==> config.mk <==
export PLATFORM = sky130hd
export DESIGN_NAME = d2s_converter
export DESIGN_NICKNAME = d
export VERILOG_FILES = /design/src/rtl/d2s_pkg.sv /design/src/rtl/d2s_classify.sv /design/src/rtl/d2s_align.sv /design/src/rtl/d2s_round.sv /design/src/rtl/d2s_converter.sv
export SDC_FILE = /design/constraint.sdc
export NUM_CORES = 1
export LEC_CHECK = 0
export BUFFER_PORTS_ARGS = -buffer_cell sky130_fd_sc_hd__buf_2
export CORE_MARGIN = 3
export CORE_UTILIZATION = 50
export CTS_CLUSTER_SIZE = 10
export DETAILED_ROUTE_END_ITERATION = 7
export MAX_ROUTING_LAYER = met4
export PLACE_DENSITY = 0.73
export SYNTH_ARGS = -nofsm -noshare
export SYNTH_HDL_FRONTEND = slang
export SYNTH_HIERARCHICAL = 1
export SYNTH_SLANG_ARGS = --single-unit
==> constraint.sdc <==
create_clock -name clk -period 0.8 [get_ports clk]
set_clock_uncertainty 0.15 [all_clocks]
set_input_delay 0.12 -clock clk [delete_from_list [all_inputs] [get_ports clk]]
set_output_delay 0.12 -clock clk [all_outputs]
set_load 0.02 [all_outputs]
==> src/rtl/d2s_pkg.sv <==
package d2s_pkg;

    // operand and result formats
    localparam int DW = 64;
    localparam int DE = 11;
    localparam int DF = DW - DE - 1;
    localparam int SW = 32;
    localparam int SE = 8;
    localparam int SF = SW - SE - 1;

    // exponent arithmetic
    localparam int DBIAS    = (1 << (DE - 1)) - 1;
    localparam int SBIAS    = (1 << (SE - 1)) - 1;
    localparam int REBIAS   = DBIAS - SBIAS;
    localparam int SEXP_MAX = (1 << SE) - 1;

    // alignment window: hidden bit, fraction, zero padding
    localparam int ALIGN_W = DW;
    localparam int GRD_POS = ALIGN_W - 2 - SF;
    localparam int SH_MAX  = DF + 3;
    localparam int SH_W    = $clog2(SH_MAX + 1);

    typedef enum logic [1:0] {
        RM_NEAR = 2'b00,
        RM_ZERO = 2'b01,
        RM_UP   = 2'b10,
        RM_DOWN = 2'b11
    } rmode_e;

    typedef enum logic [2:0] {
        CL_ZERO = 3'd0,
        CL_TINY = 3'd1,
        CL_FIN  = 3'd2,
        CL_INF  = 3'd3,
        CL_NAN  = 3'd4
    } opclass_e;

    typedef struct packed {
        logic          sign;
        opclass_e      cls;
        logic [DE-1:0] exp;
        logic [DF-1:0] frac;
    } dec_t;

endpackage

==> src/rtl/d2s_classify.sv <==
module d2s_classify
    import d2s_pkg::*;
(
    input  logic [DW-1:0] op,
    output dec_t          dec
);

    logic          s;
    logic [DE-1:0] e;
    logic [DF-1:0] f;

    always_comb begin
        s = op[DW-1];
        e = op[DW-2 -: DE];
        f = op[DF-1:0];
        dec.sign = s;
        dec.exp  = e;
        dec.frac = f;
        if (&e) begin
            dec.cls = (f == '0) ? CL_INF : CL_NAN;
        end else if (e == '0) begin
            dec.cls = (f == '0) ? CL_ZERO : CL_TINY;
        end else begin
            dec.cls = CL_FIN;
        end
    end

endmodule

==> src/rtl/d2s_align.sv <==
module d2s_align
    import d2s_pkg::*;
(
    input  logic [DE-1:0] exp_in,
    input  logic [DF-1:0] frac_in,
    input  logic          force_tiny,
    output logic [SE-1:0] exp_base,
    output logic [SF:0]   sig_keep,
    output logic          guard,
    output logic          sticky,
    output logic          tiny,
    output logic          huge
);

    localparam int TW  = DE + 2;
    localparam int PAD = ALIGN_W - 1 - DF;
    localparam logic signed [TW-1:0] REB_S  = TW'(REBIAS);
    localparam logic signed [TW-1:0] EMAX_S = TW'(SEXP_MAX);
    localparam logic signed [TW-1:0] ZERO_S = '0;
    localparam logic signed [TW-1:0] ONE_S  = TW'(1);
    localparam logic signed [TW-1:0] SHM_S  = TW'(SH_MAX);

    logic signed [TW-1:0]  t_exp;
    logic signed [TW-1:0]  nsh;
    logic [SH_W-1:0]       sh;
    logic [ALIGN_W-1:0]    wide;
    logic [ALIGN_W-1:0]    shifted;
    logic [ALIGN_W-1:0]    lost_mask;
    logic                  lost;

    always_comb begin
        t_exp = $signed({2'b00, exp_in}) - REB_S;
        tiny  = force_tiny || (t_exp <= ZERO_S);
        huge  = !force_tiny && (t_exp >= EMAX_S);
        nsh   = ONE_S - t_exp;

        if (force_tiny) begin
            sh = SH_W'(SH_MAX);
        end else if (!tiny) begin
            sh = '0;
        end else if (nsh > SHM_S) begin
            sh = SH_W'(SH_MAX);
        end else begin
            sh = nsh[SH_W-1:0];
        end

        wide      = {1'b1, frac_in, {PAD{1'b0}}};
        shifted   = wide >> sh;
        lost_mask = (ALIGN_W'(1) << sh) - ALIGN_W'(1);
        lost      = |(wide & lost_mask);

        sig_keep = shifted[ALIGN_W-1 -: SF+1];
        guard    = shifted[GRD_POS];
        sticky   = (|shifted[GRD_POS-1:0]) | lost;
        exp_base = tiny ? '0 : (t_exp[SE-1:0] - SE'(1));
    end

endmodule

==> src/rtl/d2s_round.sv <==
module d2s_round
    import d2s_pkg::*;
(
    input  logic          sign,
    input  rmode_e        mode,
    input  logic [SE-1:0] exp_base,
    input  logic [SF:0]   sig_keep,
    input  logic          guard,
    input  logic          sticky,
    input  logic          huge,
    output logic [SW-2:0] mag,
    output logic          ovf,
    output logic          inx
);

    localparam logic [SW-2:0] INF_MAG = {{SE{1'b1}}, {SF{1'b0}}};
    localparam logic [SW-2:0] MAX_MAG = {{(SE-1){1'b1}}, 1'b0, {SF{1'b1}}};

    logic          up;
    logic          away;
    logic          lost_any;
    logic [SW-2:0] sum;

    always_comb begin
        lost_any = guard | sticky;
        unique case (mode)
            RM_NEAR: up = guard & (sticky | sig_keep[0]);
            RM_ZERO: up = 1'b0;
            RM_UP:   up = lost_any & !sign;
            RM_DOWN: up = lost_any & sign;
            default: up = 1'b0;
        endcase

        // carry out of the fraction flows straight into the exponent field
        sum = {exp_base, {SF{1'b0}}} + (SW-1)'(sig_keep) + (SW-1)'(up);

        away = (mode == RM_NEAR) || (mode == RM_UP && !sign) || (mode == RM_DOWN && sign);
        ovf  = huge | (&sum[SW-2 -: SE]);
        inx  = lost_any | ovf;

        if (ovf) begin
            mag = away ? INF_MAG : MAX_MAG;
        end else begin
            mag = sum;
        end
    end

endmodule

==> src/rtl/d2s_converter.sv <==
module d2s_converter
    import d2s_pkg::*;
(
    input  logic          clk,
    input  logic          rst_n,
    input  logic [DW-1:0] dbl_in,
    input  logic [1:0]    rnd_mode,
    output logic [SW-1:0] sgl_out,
    output logic          ovf_flag,
    output logic          unf_flag,
    output logic          inx_flag
);

    dec_t          dec;
    logic [SE-1:0] exp_base;
    logic [SF:0]   sig_keep;
    logic          guard;
    logic          sticky;
    logic          tiny;
    logic          huge;
    logic [SW-2:0] mag;
    logic          r_ovf;
    logic          r_inx;
    logic          force_tiny;
    rmode_e        mode;

    logic [SW-1:0] nxt_out;
    logic          nxt_ovf;
    logic          nxt_unf;
    logic          nxt_inx;

    assign mode       = rmode_e'(rnd_mode);
    assign force_tiny = (dec.cls == CL_TINY);

    d2s_classify u_cls (
        .op  (dbl_in),
        .dec (dec)
    );

    d2s_align u_aln (
        .exp_in     (dec.exp),
        .frac_in    (dec.frac),
        .force_tiny (force_tiny),
        .exp_base   (exp_base),
        .sig_keep   (sig_keep),
        .guard      (guard),
        .sticky     (sticky),
        .tiny       (tiny),
        .huge       (huge)
    );

    d2s_round u_rnd (
        .sign     (dec.sign),
        .mode     (mode),
        .exp_base (exp_base),
        .sig_keep (sig_keep),
        .guard    (guard),
        .sticky   (sticky),
        .huge     (huge),
        .mag      (mag),
        .ovf      (r_ovf),
        .inx      (r_inx)
    );

    // result path selection by operand class
    always_comb begin
        nxt_out = '0;
        nxt_ovf = 1'b0;
        nxt_unf = 1'b0;
        nxt_inx = 1'b0;
        unique case (dec.cls)
            CL_ZERO: nxt_out = {dec.sign, {(SW-1){1'b0}}};
            CL_INF:  nxt_out = {dec.sign, {SE{1'b1}}, {SF{1'b0}}};
            CL_NAN:  nxt_out = {dec.sign, {SE{1'b1}}, 1'b1, dec.frac[DF-1 -: SF-1]};
            CL_TINY, CL_FIN: begin
                nxt_out = {dec.sign, mag};
                nxt_ovf = r_ovf;
                nxt_unf = tiny & r_inx;
                nxt_inx = r_inx;
            end
            default: nxt_out = '0;
        endcase
    end

    // result register
    always_ff @(posedge clk or negedge rst_n) begin
        if (!rst_n) begin
            sgl_out  <= '0;
            ovf_flag <= 1'b0;
            unf_flag <= 1'b0;
            inx_flag <= 1'b0;
        end else begin
            sgl_out  <= nxt_out;
            ovf_flag <= nxt_ovf;
            unf_flag <= nxt_unf;
            inx_flag <= nxt_inx;
        end
    end

endmodule

==> flow_summary.yaml, run 1 <==
status:
  error_line: "[ERROR GRT-0232] Routing congestion too high. Check the congestion heatmap in the GUI."
  status: "stopped before the end"
  failed_stage: "global routing (5_1_grt)"
grt:
  grt_start_max_net_pins: 89
  grt_usage_pct: 87.8
  overflow: 185
synth:
  synth_edf_count: 0
  synthFlopType: "dfrtp_1"
  syn_area_mm2: 0.00853
  yosysSeqAreaShare_pct: 10.3
  yosysWarningCount: 6
  ys_async_sr_fraction_pct: 100
  synth.distinct_cells: 95
  netlist_instances: 1216
  ys_ff_latch: 35
  syn_area_per_cell_um2: 7.02
  synth.net_count: 1296
clock_network:
  cts.sinks: 35
  root_buffer: "clkbuf_16"
  cts_max_level: 2
  cts_buffer_depth: 2
  cts_buffers: 5
placed_design:
  gp_congestion: 1.13
  dp_hpwl_mm: 36.1
  portBuffers: 102
  dp.cells: 1830
timing:
  postGrtWorstEndpoint: "sgl_out[0]$_DFF_PN0_/D"
  endpoint_type: "register data pin"
floorplan:
  fp.dieW_um: 137
  placementRows: 47
  die_h_um: 137
  top_level_ports: 103
  floorplan.initialDensity_pct: 51.3
-- synthesized netlist by cell type (5+ instances only) --
library cell | number | area, um^2
nand2b_1 | 33 | 206
o22ai_1 | 17 | 106
o21a_1 | 5 | 37.5
a31oi_1 | 15 | 93.8
o221ai_2 | 21 | 315
o31ai_1 | 14 | 105
inv_1 | 22 | 82.6
o41ai_1 | 5 | 43.8
nor2_1 | 106 | 398
nand3b_1 | 15 | 113
nand4_1 | 21 | 131
and3_1 | 8 | 50.1
o211ai_2 | 9 | 113
nand3_1 | 58 | 290
buf_6 | 12 | 135
dfrtp_1 | 35 | 876
o21ai_1 | 6 | 30.0
a21oi_2 | 5 | 43.8
nand4bb_1 | 22 | 248
a211oi_1 | 14 | 105
a22oi_1 | 23 | 173
nor3_1 | 34 | 170
a221oi_1 | 7 | 61.3
a21boi_0 | 6 | 45.0
or3_1 | 10 | 62.6
xor2_1 | 17 | 149
nand2_1 | 141 | 529
ha_1 | 12 | 150
xnor2_1 | 27 | 236
mux2i_1 | 45 | 450
nor3b_1 | 5 | 37.5
a21oi_1 | 87 | 435
a21o_1 | 8 | 60.1
o21ai_0 | 62 | 310
o211ai_1 | 16 | 120
clkbuf_1 | 40 | 150
buf_2 | 28 | 140
nor4_1 | 23 | 144
buf_4 | 71 | 533
o2111ai_1 | 8 | 70.1
and2_1 | 8 | 50.1
-- metal layers --
layer	overflow	global-route usage (%)
met5	-	-
met4	51	86.1
met1	22	86.6
met2	85	95.9
met3	27	80.3
-- logic make-up after synthesis --
logic type      after synthesis  synth area share (%)
mux                          50                  6.07
xor+xnor                     44                  4.52
fa+ha+maj                    12                  1.76
buf+inv                     179                  12.5
compound gates              385                  33.2
flops                        35                  10.3
simple gates                511                  31.7
-- per-stage QoR --
step / setup slack, ns / TNS [ns] / area, um^2 / hold slack (ns)
3_3_place_gp: -7.25 / -241.45 / 12100 / -0.0624
4_1_cts: -6.52 / -225.85 / 13300 / 0.0533
3_5_place_dp: -7.34 / -242.43 / 12100 / -0.0550
2_1_floorplan: -5.91 / -189.12 / 8870 / -0.326
-- timing repair --
item,in CTS
gates resized for setup,171
setup endpoints to repair,70
cloned,3
hold buffers,1
buffers inserted,25
endpoints found under the hold margin,35
pin swaps,38
==> run 2: changes to the inputs <==
--- a/config.mk
+++ b/config.mk
@@ -7,11 +7,9 @@
 export LEC_CHECK = 0
 export BUFFER_PORTS_ARGS = -buffer_cell sky130_fd_sc_hd__buf_2
 export CORE_MARGIN = 3
-export CORE_UTILIZATION = 50
-export CTS_CLUSTER_SIZE = 10
+export CORE_UTILIZATION = 35
 export DETAILED_ROUTE_END_ITERATION = 7
-export MAX_ROUTING_LAYER = met4
-export PLACE_DENSITY = 0.73
+export PLACE_DENSITY_LB_ADDON = 0.15
 export SYNTH_ARGS = -nofsm -noshare
 export SYNTH_HDL_FRONTEND = slang
 export SYNTH_HIERARCHICAL = 1
==> constraint.sdc (replaced) <==
create_clock -name clk -period 1 [get_ports clk]
set_clock_uncertainty 0.15 [all_clocks]
set_input_delay 0.15 -clock clk [delete_from_list [all_inputs] [get_ports clk]]
set_output_delay 0.15 -clock clk [all_outputs]
set_load 0.02 [all_outputs]
==> run 2 against run 1 <==
  * The flow now finishes, with violations (setup timing)
  * Synthesized cell count stayed put
  * Synthesized area stayed put
==> flow_summary.yaml, run 2 <==
status:
  status: "finished, violations left"
  violations: "setup timing"
timing:
  hold_viol_final: 0
  slew_headroom_pct: 51.6
  fmax_mhz: 140
  finalSetupViolations: 70
  finalCritPeriodShare_pct: 713
  timing.final.ws_setup_ns: -6.13
  slew_viol_final: 0
  hold_ws_ns: 0.137
  worst_pin_slew_ns: 0.726
  rsz0062_at_grt: "true"
  period_minus_slack_ns: 7.13
pwr:
  seq_power_share_pct: 13.3
  power.density_mw_per_mm2: 908
  vdd_drop_max_v: 0.00113
  leakagePower_nw: 6.11
  clock_power_share_pct: 13.9
  combPwrFrac_pct: 72.8
  internal-power_mw: 7.38
  p_total_mw: 13.2
  net-switching-power_mw: 5.80
  sw_frac_of_total_pct: 44.0
cells_and_area:
  final_common_cell: "buf_4"
  layout.nets: 1779
  fin_area_mm2: 0.0145
  utilization_pct: 61.3
  final_cell_mix: "buf_4, nand2_1, nor2_1"
  nFillCells: 2138
  largest_reg_flops: 32
  regMostFlops: "sgl_out"
  drive_above_1_share_pct: 51.3
  diodes: 0
  layout-area-overhead-vs-synth_pct: 70.1
drt:
  postRouteAntennaNets: 0
  drt_pre_antenna_iters: 5
  drt_iter0_markers: 1081
  post_drt_wl_per_cell_um: 23.7
  via_count: 12003
  finalWirelength_mm: 47.9
  vias_per_cell: 5.95
  drc: 0
clock_network:
  cts_buffers: 5
  cts.sinks: 35
  cts_tree: "built"
  cts_max_level: 2
  root_buffer: "clkbuf_16"
  clk_pin_slew_worst_paths_ns: 0.05
  cts_buffer_depth: 2
synth:
  yosysTopAreaCellShare_pct: 10.3
  ys_async_sr_fraction_pct: 100
  syn_area_mm2: 0.00853
  ys_ff_latch: 35
  yosys.area.top_type: "dfrtp_1"
  syn_area_per_cell_um2: 7.02
  synth_edf_count: 0
  netlist_instances: 1216
  synth.net_count: 1296
  netlist_top_cells_area: "dfrtp_1, buf_4, nand2_1"
  synthFlopType: "dfrtp_1"
  synth_common_cells: "nand2_1, nor2_1, a21oi_1, buf_4, o21ai_0"
  synth.distinct_cells: 95
  yosysSeqAreaShare_pct: 10.3
  yosysWarningCount: 6
  synth.most_common_cell: "nand2_1"
critical_path:
  crit_type: "in -> reg"
  start_kind: "input pin"
  max_stage_delay_ns: 0.59
  required_ns: 1.01
  cp-end-kind: "register"
  critical_path.most_common_cell: "buf_4"
  crit_path_top_delay_cell: "or4_4"
  crit_path_max_fanout: 6
  worstPathArrival_ns: 7.14
grt:
  overflow: 0
  grt_pass1_wl_mm: 69.6
  grt_pass1_vias: 11693
  antenna_found_initial: 1
  grt_usage_pct: 34.2
  grt_start_max_net_pins: 89
floorplan:
  top_level_ports: 103
  die_h_um: 162
  dieArea_mm2: 0.0263
  floorplan.initialDensity_pct: 36.0
  placementRows: 56
  coreArea_mm2: 0.0237
  fp.dieW_um: 162
worst_hold_path:
  whs_path_depth: 3
  whs_endpoint: "sgl_out[31]"
  hp-class: "in -> reg"
  hold_path_startpoint: "dbl_in[63]"
placed_design:
  postPlaceCellArea_mm2: 0.0124
  dp_hpwl_mm: 36.4
  gp_congestion: 1.00
  portBuffers: 102
job:
  cap_violations: 0
==> run 2: cell counts after synthesis <==
No cell type changed its count.
==> run 2: worst max path at each step <==
stage | start | cells after the start | to
after floorplan | dbl_in[28] | 38 | sgl_out[22]
after global placement | dbl_in[9] | 38 | sgl_out[1]
after detailed placement | dbl_in[10] | 38 | sgl_out[22]
after CTS | dbl_in[35] | 38 | sgl_out[22]
after global routing | dbl_in[44] | 39 | sgl_out[22]
final | dbl_in[33] | 38 | sgl_out[22]
==> run 2: final cells by class <==
class	instances	area, um^2	area share [%]
inverter	24	92.6	0.638
clock inverter	2	35.0	0.241
timing repair buffer	631	5060	34.9
clock buffer	6	139	0.957
multi-input combinational	1002	7910	54.5
sequential	35	876	6.03
tap	319	399	2.75
==> run 2: repair_timing <==
item,in CTS,in global routing
hold buffers,1,0
buffers inserted,49,10
cloned,5,3
setup endpoints to repair,70,70
gates resized for setup,218,116
endpoints found under the hold margin,35,0
pin swaps,54,27
==> run 2: critical path, delay by kind of cell <==
| kind | cells | cell delay (ns) |
|---|---|---|
| simple gates | 11 | 2.23 |
| buf+inv | 7 | 1.11 |
| fa+ha+maj | 2 | 0.34 |
| mux | 2 | 0.37 |
| compound gates | 16 | 2.93 |
==> run 2: kinds of logic (layout without fill, tap and decap cells) <==
logic type	after synthesis	after routing	synth area share, %
simple gates	511	511	31.7
compound gates	385	385	33.2
buf+inv	179	663	12.5
mux	50	50	6.07
xor+xnor	44	44	4.52
flops	35	35	10.3
fa+ha+maj	12	12	1.76
==> run 2: power by group through the flow <==
stage / registers, mW / logic (mW) / clock network (mW)
after floorplan: 2.01 / 3.72 / 0
after global placement: 1.71 / 7.82 / 0
after detailed placement: 1.71 / 7.82 / 0
after CTS: 1.69 / 8.86 / 1.85
after global routing: 1.77 / 10.1 / 1.92
final: 1.75 / 9.60 / 1.83
==> run 2: per-layer routing <==
metal	GRT usage, %	wire, um	vias up
met5	0	11	-
met4	16.8	2940	2
met3	4.57	3880	169
met2	56.6	21900	646
met1	43.8	19200	5684
li1	-	-	5502
==> run 2: per-stage QoR <==
stage               std cells  TNS [ns]  setup slack (ns)
detailed placement       1960   -226.35             -6.86
floorplan                1216   -183.17             -5.74
CTS                      2017   -200.59             -5.97
finish                   2019   -205.67             -6.13
global route             2019   -214.37             -6.37
global placement         1960   -223.39             -6.75
(Power assumes the default switching activity.)
